--- src/rtl/insn_len_pkg.sv ---
`timescale 1ns/1ps
// Package: shared length-class type and class-to-parcel-count mapping.
// Assumes the longest instruction is four parcels.
package insn_len_pkg;

    typedef enum logic [2:0] {
        LC_HALF   = 3'd0,
        LC_WORD   = 3'd1,
        LC_WIDE48 = 3'd2,
        LC_WIDE64 = 3'd3,
        LC_BLOCK  = 3'd4
    } len_class_e;

    // Number of parcels that make up an instruction of the given class.
    function automatic logic [2:0] class_parcels(input len_class_e c);
        case (c)
            LC_HALF:   return 3'd1;
            LC_WORD:   return 3'd2;
            LC_WIDE48: return 3'd3;
            LC_WIDE64: return 3'd4;
            LC_BLOCK:  return 3'd1;
            default:   return 3'd2;
        endcase
    endfunction

endpackage

--- src/rtl/insn_len_classify.sv ---
`timescale 1ns/1ps
// Module: combinational length classifier.
// Looks at the major opcode in the top bits of a first parcel and returns
// the length class and parcel count. Assumes big-endian instruction order,
// so the opcode always sits in the first parcel. The escape row is the set
// of opcodes whose upper bits are all zero; its pairs pick the class.
module insn_len_classify
    import insn_len_pkg::*;
#(
    parameter int PARCEL_W = 16,
    parameter int OPC_W    = 6
) (
    input  logic [PARCEL_W-1:0] parcel,
    input  logic                esc_en,
    output len_class_e          cls,
    output logic [2:0]          nparc
);
    localparam int ROW_W = OPC_W - 3;

    logic [OPC_W-1:0] opc;
    logic             in_row;

    assign opc    = parcel[PARCEL_W-1 -: OPC_W];
    assign in_row = (opc[OPC_W-1 -: ROW_W] == '0);

    // Decode the opcode pair inside the escape row into a class.
    always_comb begin
        if (esc_en && in_row) begin
            case (opc[2:1])
                2'b00:   cls = LC_HALF;
                2'b01:   cls = LC_WIDE48;
                2'b10:   cls = LC_WIDE64;
                default: cls = LC_BLOCK;
            endcase
        end else begin
            cls = LC_WORD;
        end
    end

    assign nparc = class_parcels(cls);

endmodule

--- src/rtl/insn_len_parcel_buf.sv ---
`timescale 1ns/1ps
// Module: parcel slot store.
// Holds up to SLOTS parcels of one instruction, slot 0 in the top bits.
// A write flagged as first clears every other slot, so the unused tail of
// a short instruction reads as zero. Assumes wr_idx is 0 whenever first is high.
module insn_len_parcel_buf #(
    parameter int PARCEL_W = 16,
    parameter int SLOTS    = 4,
    parameter int IDX_W    = $clog2(SLOTS)
) (
    input  logic                      clk,
    input  logic                      rst_n,
    input  logic                      wr_en,
    input  logic                      first,
    input  logic [IDX_W-1:0]          wr_idx,
    input  logic [PARCEL_W-1:0]       wr_data,
    output logic [SLOTS*PARCEL_W-1:0] words
);
    genvar g;
    generate
        for (g = 0; g < SLOTS; g++) begin : g_slot
            logic [PARCEL_W-1:0] slot_q;

            // Load this slot on its own index, clear it on a fresh instruction.
            always_ff @(posedge clk) begin
                if (!rst_n) begin
                    slot_q <= '0;
                end else if (wr_en) begin
                    if (wr_idx == IDX_W'(g)) begin
                        slot_q <= wr_data;
                    end else if (first) begin
                        slot_q <= '0;
                    end
                end
            end

            assign words[(SLOTS-g)*PARCEL_W-1 -: PARCEL_W] = slot_q;
        end
    endgenerate

endmodule

--- src/rtl/insn_len_ctrl.sv ---
`timescale 1ns/1ps
// Module: assembly control.
// Counts accepted parcels against the length decided at the first parcel,
// raises out_valid when the count is reached, and runs both handshakes.
// A hand-off and the next first parcel may share one cycle. Flush wins over
// everything and blocks both handshakes in its cycle.
module insn_len_ctrl
    import insn_len_pkg::*;
#(
    parameter int CNT_W = 3,
    parameter int IDX_W = 2
) (
    input  logic             clk,
    input  logic             rst_n,
    input  logic             flush,
    input  logic             in_valid,
    input  logic             out_ready,
    input  len_class_e       cls_in,
    input  logic [2:0]       need_in,
    output logic             in_ready,
    output logic             out_valid,
    output logic             wr_en,
    output logic             first,
    output logic [IDX_W-1:0] wr_idx,
    output len_class_e       cls_q,
    output logic [CNT_W-1:0] cnt_q
);
    logic [CNT_W-1:0] need_q;
    logic             complete;
    logic             pop;

    // An instruction is complete once every expected parcel is held.
    assign complete  = (cnt_q != '0) && (cnt_q == need_q);
    assign out_valid = complete && !flush;
    assign pop       = out_valid && out_ready;
    assign in_ready  = !flush && (!complete || out_ready);
    assign wr_en     = in_valid && in_ready;
    assign first     = (cnt_q == '0) || pop;
    assign wr_idx    = first ? '0 : cnt_q[IDX_W-1:0];

    // Track the parcel count, the needed length and the latched class.
    always_ff @(posedge clk) begin
        if (!rst_n) begin
            cnt_q  <= '0;
            need_q <= '0;
            cls_q  <= LC_WORD;
        end else if (flush) begin
            cnt_q  <= '0;
        end else if (wr_en) begin
            if (first) begin
                cnt_q  <= CNT_W'(1);
                need_q <= CNT_W'(need_in);
                cls_q  <= cls_in;
            end else begin
                cnt_q  <= cnt_q + CNT_W'(1);
            end
        end else if (pop) begin
            cnt_q  <= '0;
        end
    end

endmodule

--- src/rtl/insn_len_detect.sv ---
`timescale 1ns/1ps
// Module: top of the instruction length detector.
// Accepts big-endian 16-bit parcels, classifies each instruction by the
// major opcode of its first parcel and emits it left-aligned with its
// length class once complete. Assumes the stream starts on an instruction
// boundary after reset or flush.
module insn_len_detect
    import insn_len_pkg::*;
#(
    parameter int PARCEL_W    = 16,
    parameter int MAX_PARCELS = 4,
    parameter int OPC_W       = 6,
    localparam int INSN_W     = PARCEL_W * MAX_PARCELS,
    localparam int CNT_W      = $clog2(MAX_PARCELS + 1),
    localparam int IDX_W      = $clog2(MAX_PARCELS)
) (
    input  logic                clk,
    input  logic                rst_n,
    input  logic                esc_en,
    input  logic                flush,
    input  logic                in_valid,
    output logic                in_ready,
    input  logic [PARCEL_W-1:0] in_parcel,
    output logic                out_valid,
    input  logic                out_ready,
    output logic [INSN_W-1:0]   out_insn,
    output logic [2:0]          out_class,
    output logic [CNT_W-1:0]    out_len,
    output logic                out_block
);
    len_class_e       cls_new;
    len_class_e       cls_q;
    logic [2:0]       need_new;
    logic             wr_en;
    logic             first;
    logic [IDX_W-1:0] wr_idx;
    logic [CNT_W-1:0] cnt_q;

    insn_len_classify #(
        .PARCEL_W (PARCEL_W),
        .OPC_W    (OPC_W)
    ) u_classify (
        .parcel (in_parcel),
        .esc_en (esc_en),
        .cls    (cls_new),
        .nparc  (need_new)
    );

    insn_len_ctrl #(
        .CNT_W (CNT_W),
        .IDX_W (IDX_W)
    ) u_ctrl (
        .clk       (clk),
        .rst_n     (rst_n),
        .flush     (flush),
        .in_valid  (in_valid),
        .out_ready (out_ready),
        .cls_in    (cls_new),
        .need_in   (need_new),
        .in_ready  (in_ready),
        .out_valid (out_valid),
        .wr_en     (wr_en),
        .first     (first),
        .wr_idx    (wr_idx),
        .cls_q     (cls_q),
        .cnt_q     (cnt_q)
    );

    insn_len_parcel_buf #(
        .PARCEL_W (PARCEL_W),
        .SLOTS    (MAX_PARCELS),
        .IDX_W    (IDX_W)
    ) u_buf (
        .clk     (clk),
        .rst_n   (rst_n),
        .wr_en   (wr_en),
        .first   (first),
        .wr_idx  (wr_idx),
        .wr_data (in_parcel),
        .words   (out_insn)
    );

    assign out_class = cls_q;
    assign out_len   = cnt_q;
    assign out_block = (cls_q == LC_BLOCK);

endmodule

--- config.mk ---
export PLATFORM = sky130hd
export DESIGN_NAME = insn_len_detect
export DESIGN_NICKNAME = d
export VERILOG_FILES = /design/src/rtl/insn_len_pkg.sv /design/src/rtl/insn_len_classify.sv /design/src/rtl/insn_len_parcel_buf.sv /design/src/rtl/insn_len_ctrl.sv /design/src/rtl/insn_len_detect.sv
export SDC_FILE = /design/constraint.sdc
export NUM_CORES = 1
export LEC_CHECK = 0
export BUFFER_PORTS_ARGS = -buffer_cell sky130_fd_sc_hd__buf_2
export CORE_MARGIN = 8
export CORE_UTILIZATION = 50
export DETAILED_ROUTE_END_ITERATION = 10
export PLACE_DENSITY_LB_ADDON = 0.2
export RECOVER_POWER = 25
export SYNTH_ARGS = -nofsm -noshare
export SYNTH_HDL_FRONTEND = slang
export SYNTH_SLANG_ARGS = --single-unit
--- constraint.sdc ---
create_clock -name clk -period 3.1 [get_ports clk]
set_clock_uncertainty 0.2 [all_clocks]
set_input_delay 0.31 -clock clk [delete_from_list [all_inputs] [get_ports clk]]
set_output_delay 0.31 -clock clk [all_outputs]
set_load 0.01 [all_outputs]
Word-level counts from Yosys, hierarchy flattened
Cells that the tools add are included.
- bits in registers: 73
- output and inout port bits: 73
- bits of input ports: 22
- word-level logic and storage cells: 60
- reductions and logical operators: 28
- eq/ne operators: 10
- add/sub/neg operators: 1
- bitwise operators: 2
- muxes and demuxes: 12
- operators with widths (kind ; number):
    16-bit 2-to-1 mux ; 5
    3-bit one-hot mux with 3 select lines ; 2
    3-bit 2-to-1 mux ; 4
    2-bit nonzero test ; 5
    3-bit zero test ; 3
    2-bit AND reduction ; 4
    2-bit == test (second input constant) ; 3
    3-bit by 2-bit == test with 1-bit output (second input constant) ; 2
    3-bit == test (second input constant) ; 2
    1-bit logical AND ; 6
    2-bit by 1-bit == test with 1-bit output (second input constant) ; 2
    2-bit zero test ; 2
    2-bit OR reduction ; 2
    3-bit by 1-bit adder with 3-bit output (second input constant) ; 1
    3-bit == test ; 1
    3-bit AND reduction ; 1
    3-bit nonzero test ; 1
    1-bit zero test ; 2
    1-bit logical OR ; 2
    2-bit 2-to-1 mux ; 1
    1-bit inverter ; 2

Logic depth before layout (Yosys ltp)
- word-level depth: 9
- mapped depth: 9

Hierarchy
From an unflattened synthesis, not the netlist that was laid out.
- cells, all modules: 260
- area total of the unflattened synthesis: 2949.1 µm²
- by module, submodules not included (module ; cells an instance ; times used ; area an instance (µm²)):
    insn_len_parcel_buf ; 171 ; 1 ; 2182.1
    insn_len_ctrl ; 74 ; 1 ; 641.9
    insn_len_classify ; 14 ; 1 ; 112.6
    insn_len_detect ; 1 ; 1 ; 12.5

Worst setup path after synthesis
Ideal clock, no wire load.
- path type: flip-flop to flip-flop
- from: register u_ctrl.cnt_q[0]
- to: register u_buf.g_slot[0].slot_q[14]
- cell stages (with the launch flop): 9
- arrival time: 2.458 ns
- setup time: 0.072 ns
- data required time: 2.828 ns
- setup slack: 0.370 ns
- path buffers: 2
- cell sequence: dfxtp_1 inv_1 ha_1 or3_4 a211o_1 buf_2 a311oi_4 buf_6 mux2i_1
- cells in the longest elaborated chain, start to end: 9
- elaborated cells between the ends (all ways): 16
- classes of those cells: 1 x eq/ne; 2 x mux; 13 x reduce/logical
- RTL lines (element ; RTL line ; source):
    from (decl) ; insn_len_ctrl.sv:26 ; output logic [CNT_W-1:0] cnt_q
    from (signal assigned) ; insn_len_ctrl.sv:55 ; cnt_q <= cnt_q + CNT_W'(1);
    3-bit == test / 3-bit nonzero test (equally long branches) ; insn_len_ctrl.sv:33 ; assign complete = (cnt_q != '0) && (cnt_q == need_q);
    1-bit logical AND ; insn_len_ctrl.sv:33 ;
    1-bit logical AND ; insn_len_ctrl.sv:34 ; assign out_valid = complete && !flush;
    1-bit logical AND ; insn_len_ctrl.sv:35 ; assign pop = out_valid && out_ready;
    1-bit logical OR ; insn_len_ctrl.sv:38 ; assign first = (cnt_q == '0) || pop;
    2-bit 2-to-1 mux ; insn_len_ctrl.sv:39 ; assign wr_idx = first ? '0 : cnt_q[IDX_W-1:0];
    2-bit zero test ; insn_len_parcel_buf.sv:29 ; if (wr_idx == IDX_W'(g)) begin
    2-bit nonzero test (no line) ; - ;
    2-bit AND reduction (no line) ; - ;
    to (signal assigned) ; insn_len_parcel_buf.sv:30 ; slot_q <= wr_data;
    to (decl) ; insn_len_parcel_buf.sv:22 ; logic [PARCEL_W-1:0] slot_q;
Several ways; a longest one is shown, not always the timed one.
A chain may end at the register's enable or synchronous reset.

Final worst setup path
- from: register u_ctrl.cnt_q[0]
- to: register u_buf.g_slot[3].slot_q[0]
- cells in the longest elaborated chain, start to end: 9
- elaborated cells between the ends (all ways): 16
- classes of those cells: 2 x eq/ne; 2 x mux; 12 x reduce/logical
- RTL lines (element ; RTL line):
    3-bit == test / 3-bit nonzero test (equally long branches) ; insn_len_ctrl.sv:33
    1-bit logical AND ; insn_len_ctrl.sv:33
    1-bit logical AND ; insn_len_ctrl.sv:34
    1-bit logical AND ; insn_len_ctrl.sv:35
    1-bit logical OR ; insn_len_ctrl.sv:38
    2-bit 2-to-1 mux ; insn_len_ctrl.sv:39
    2-bit == test ; insn_len_parcel_buf.sv:29
    2-bit nonzero test (no line) ; -
    2-bit AND reduction (no line) ; -
    to (signal assigned) ; insn_len_parcel_buf.sv:30
    to (decl) ; insn_len_parcel_buf.sv:22
Several ways; a longest one is shown, not always the timed one.

==> flow_metrics.py <==
metrics = {
    "final_layout": {
        "final_area_um2": 3540,
        "stdcell_count": 479,
        "layout.nets": 428,
        "drive_gt1_share_pct": 23.6,
        "area_growth_pct": 24.5,
        "fillers": 487,
        "antenna_cells": 0,
    },
    "route": {
        "routedWlPerCell_um": 16.1,
        "firstDrtPassIters": 4,
        "totalWireLength_um": 7720,
        "viasPerCell": 5.33,
        "num_vias": 2551,
        "drc": 0,
        "drtIter0Drc": 107,
        "drtAntennaViolNets": 0,
    },
    "place": {
        "dp.final_hpwl_um": 5510,
        "dp.cells": 463,
        "port_buffers": 94,
        "gp_congestion": 0.866,
        "placed_area_um2": 3410,
    },
    "power_and_ir_drop": {
        "powerDensity_nw_per_um2": 493,
        "worst_ir_drop_vdd_v": 0.000285,
        "leakage_nw": 1.42,
    },
    "synthesis": {
        "synth_top_cell_area_share_pct": 51.5,
        "synthTopCellsByArea": "dfxtp_1 51%, nand2_1 12%, o22ai_1 11%, mux2i_1 7.8%, clkbuf_1 2.0%",
        "syn_avg_cell_area_um2": 9.28,
        "seq_area_frac_synth_pct": 51.5,
        "synth_warnings": 0,
        "syn_area_um2": 2840,
        "ys_ff_latch": 73,
        "yosysUniqueCellTypes": 36,
        "synth_cells": 306,
        "synth_nets": 332,
        "yosys.area.top_type": "dfxtp_1",
    },
    "clock_network": {
        "cts.clk_slew.worst_paths_ns": 0.08,
        "ctsRootBufferMaster": "clkbuf_8",
        "clk_latency_ns": 0.33,
        "postCtsHoldBufs": 0,
        "cts-buffers-inserted": 9,
        "cts_max_level": 3,
        "clkSinkCount": 73,
        "clk_path_buf_depth": 2,
        "cts_tree": "done",
        "cts_setup_buffers": 0,
        "cts_resized": 0,
    },
    "grt": {
        "grt.busiest_layer": "met2",
        "gr-total-overflow": 0,
        "groute.layer.met1.usage_pct": 22.7,
        "grt_pass1_vias": 2595,
        "use_met3_pct": 5.02,
        "grt_max_degree": 41,
        "use_met2_pct": 30.4,
        "grt_pass1_wl_um": 12700,
        "gr-usage-all-layers_pct": 18.5,
        "antenna_found_initial": 0,
    },
    "sta": {
        "hold_viol": 0,
        "slew_headroom_pct": 20.9,
        "worstMarginPinSlew_ns": 1.19,
        "setup_viol": 0,
        "fmax_mhz": 343,
        "rsz0062_at_grt": "no",
        "period_share_pct": 94.1,
        "min_period_ns": 2.92,
        "finalSetupTns_ns": 0,
        "slew_viol_final": 0,
    },
    "critical_path": {
        "r2r_end": "u_buf.g_slot[3].slot_q[0]$_SDFFE_PN0P_",
        "r2r_start": "u_ctrl.cnt_q[0]$_SDFFE_PP0P_",
        "crit_arrival_ns": 2.89,
        "critical-path-slowest-cell": "a311oi_2",
        "r2r_cells": 6,
        "crit_required_ns": 3.07,
        "end_kind": "register",
        "cp-start-kind": "register",
        "critical_path.cell_chain": "inv_1 -> ha_1 -> or3_4 -> a211o_1 -> a311oi_2 -> o22ai_1",
        "path_class": "reg -> reg",
        "cpPeakStageDelay_ns": 0.97,
        "regToRegSetupSlack_ns": 0.18,
        "crit_fanout": 16,
    },
    "floorplanning": {
        "start_util_pct": 51.6,
        "core_um2": 5510,
        "die_w_um": 91.4,
        "die_h_um": 91.4,
        "row_count": 27,
        "die_area_um2": 8350,
        "ios": 95,
    },
    "min_path": {
        "hp-class": "in -> reg",
        "hold_start": "out_ready",
        "min_path_cells": 2,
        "hold_end": "u_ctrl.cnt_q[1]$_SDFFE_PP0P_",
    },
    "run_status": {
        "status": "finished clean",
    },
    "run": {
        "maxCapViolCount": 0,
    },
}
-- cells in the mapped netlist, drive strengths merged --
master   instances
clkbuf          16
nand3            2
or3              2
nand4            3
a2111oi          2
dfxtp           73
nand4b           1
o22ai           48
xor2             2
nor2             2
nor3             1
nor2b            1
a21oi            1
nand2b           4
or2              3
inv              4
buf              5
ha               4
mux2i           22
a211o            1
o31ai            1
nand2           94
nor4b            1
a311oi           4
and3             2
a2111o           1
a211oi           1
o21ai            1
nor3b            2
mux2             1
a221oi           1
-- layout by cell type (no fill, tap or decap), drive strengths merged, types with 5 or more instances in the layout --
cell,n
o22ai,48
inv,5
clkbuf,46
mux2i,22
nand2,94
dfxtp,73
buf,70
-- per-stage QoR --
step                      hold slack, ns  power (mW)  util (%)  setup WS [ns]
after floorplan                    0.218        1.07         -          0.370
after global placement             0.239        1.12      61.9          0.267
after detailed placement           0.253        1.12      61.9          0.174
after CTS                         0.0790        1.77      65.1          0.192
after global routing              0.0949        1.82      64.2        0.00215
final                              0.100        1.74      64.2          0.184
-- worst max-delay path, delay by kind of cell, from the launching register on --
family,cells,cell delay (ns)
buffers and inverters,1,0.08
adder cells (fa/ha/maj),1,0.24
flip-flops,1,0.33
AND/OR/NAND/NOR,1,0.37
AO/OA/AOI/OAI,3,1.54
-- sequential cells by signal, indices dropped and copies added (netlist names) --
signal,count
u_buf.g_slot.slot_q,64
u_ctrl.cnt_q,3
u_ctrl.need_q,3
u_ctrl.cls_q,3
-- logic make-up after synthesis --
kind of cell	after synthesis	share of synthesized area (%)
xor gates and xnor gates	2	0.617
muxes	23	8.15
DFF	73	51.5
buffers and inverters	25	3.79
and+or+nand+nor	118	17.8
adders and majority gates	4	1.76
AOI/OAI and AO/OA	61	16.4
-- metal layers --
| metal | part of all wire (%) | up-vias |
|---|---|---|
| met2 | 47 | 78 |
| met4 | 0.91 | 0 |
| met3 | 6.3 | 7 |
| met1 | 45 | 1201 |
| li1 | - | 1265 |
| met5 | 0 | - |
-- worst max path at each step --
stage	start	endpoint	slack, ns
finish	u_ctrl.cnt_q[0]$_SDFFE_PP0P_	u_buf.g_slot[3].slot_q[0]$_SDFFE_PN0P_	0.18
global route	u_ctrl.cnt_q[0]$_SDFFE_PP0P_	u_buf.g_slot[3].slot_q[0]$_SDFFE_PN0P_	0.002
CTS	u_ctrl.cnt_q[0]$_SDFFE_PP0P_	u_buf.g_slot[3].slot_q[1]$_SDFFE_PN0P_	0.19
detailed placement	u_ctrl.cnt_q[0]$_SDFFE_PP0P_	u_buf.g_slot[3].slot_q[1]$_SDFFE_PN0P_	0.17
global placement	u_ctrl.cnt_q[0]$_SDFFE_PP0P_	u_buf.g_slot[3].slot_q[0]$_SDFFE_PN0P_	0.27
floorplan	u_ctrl.cnt_q[0]$_SDFFE_PP0P_	u_buf.g_slot[0].slot_q[14]$_SDFFE_PN0P_	0.37
-- area by class of cell --
cell class / instances / area [µm²] / share of cell area, %
tap: 72 / 90.1 / 2.55
sequential: 73 / 1460 / 41.3
inverter: 4 / 15.0 / 0.424
clock buffer: 10 / 128 / 3.61
timing repair buffer: 106 / 528 / 14.9
clock inverter: 6 / 43.8 / 1.24
multi-input combinational: 208 / 1270 / 35.9
-- power breakdown --
| group | switching, mW | internal, mW | total, mW | leakage [nW] |
|---|---|---|---|---|
| sequential | 0.00745 | 0.950 | 0.958 | 0.590 |
| clock | 0.352 | 0.292 | 0.643 | 0.0749 |
| combinational | 0.0921 | 0.0515 | 0.144 | 0.760 |
Note: power is estimated with default switching activity, not from simulation.
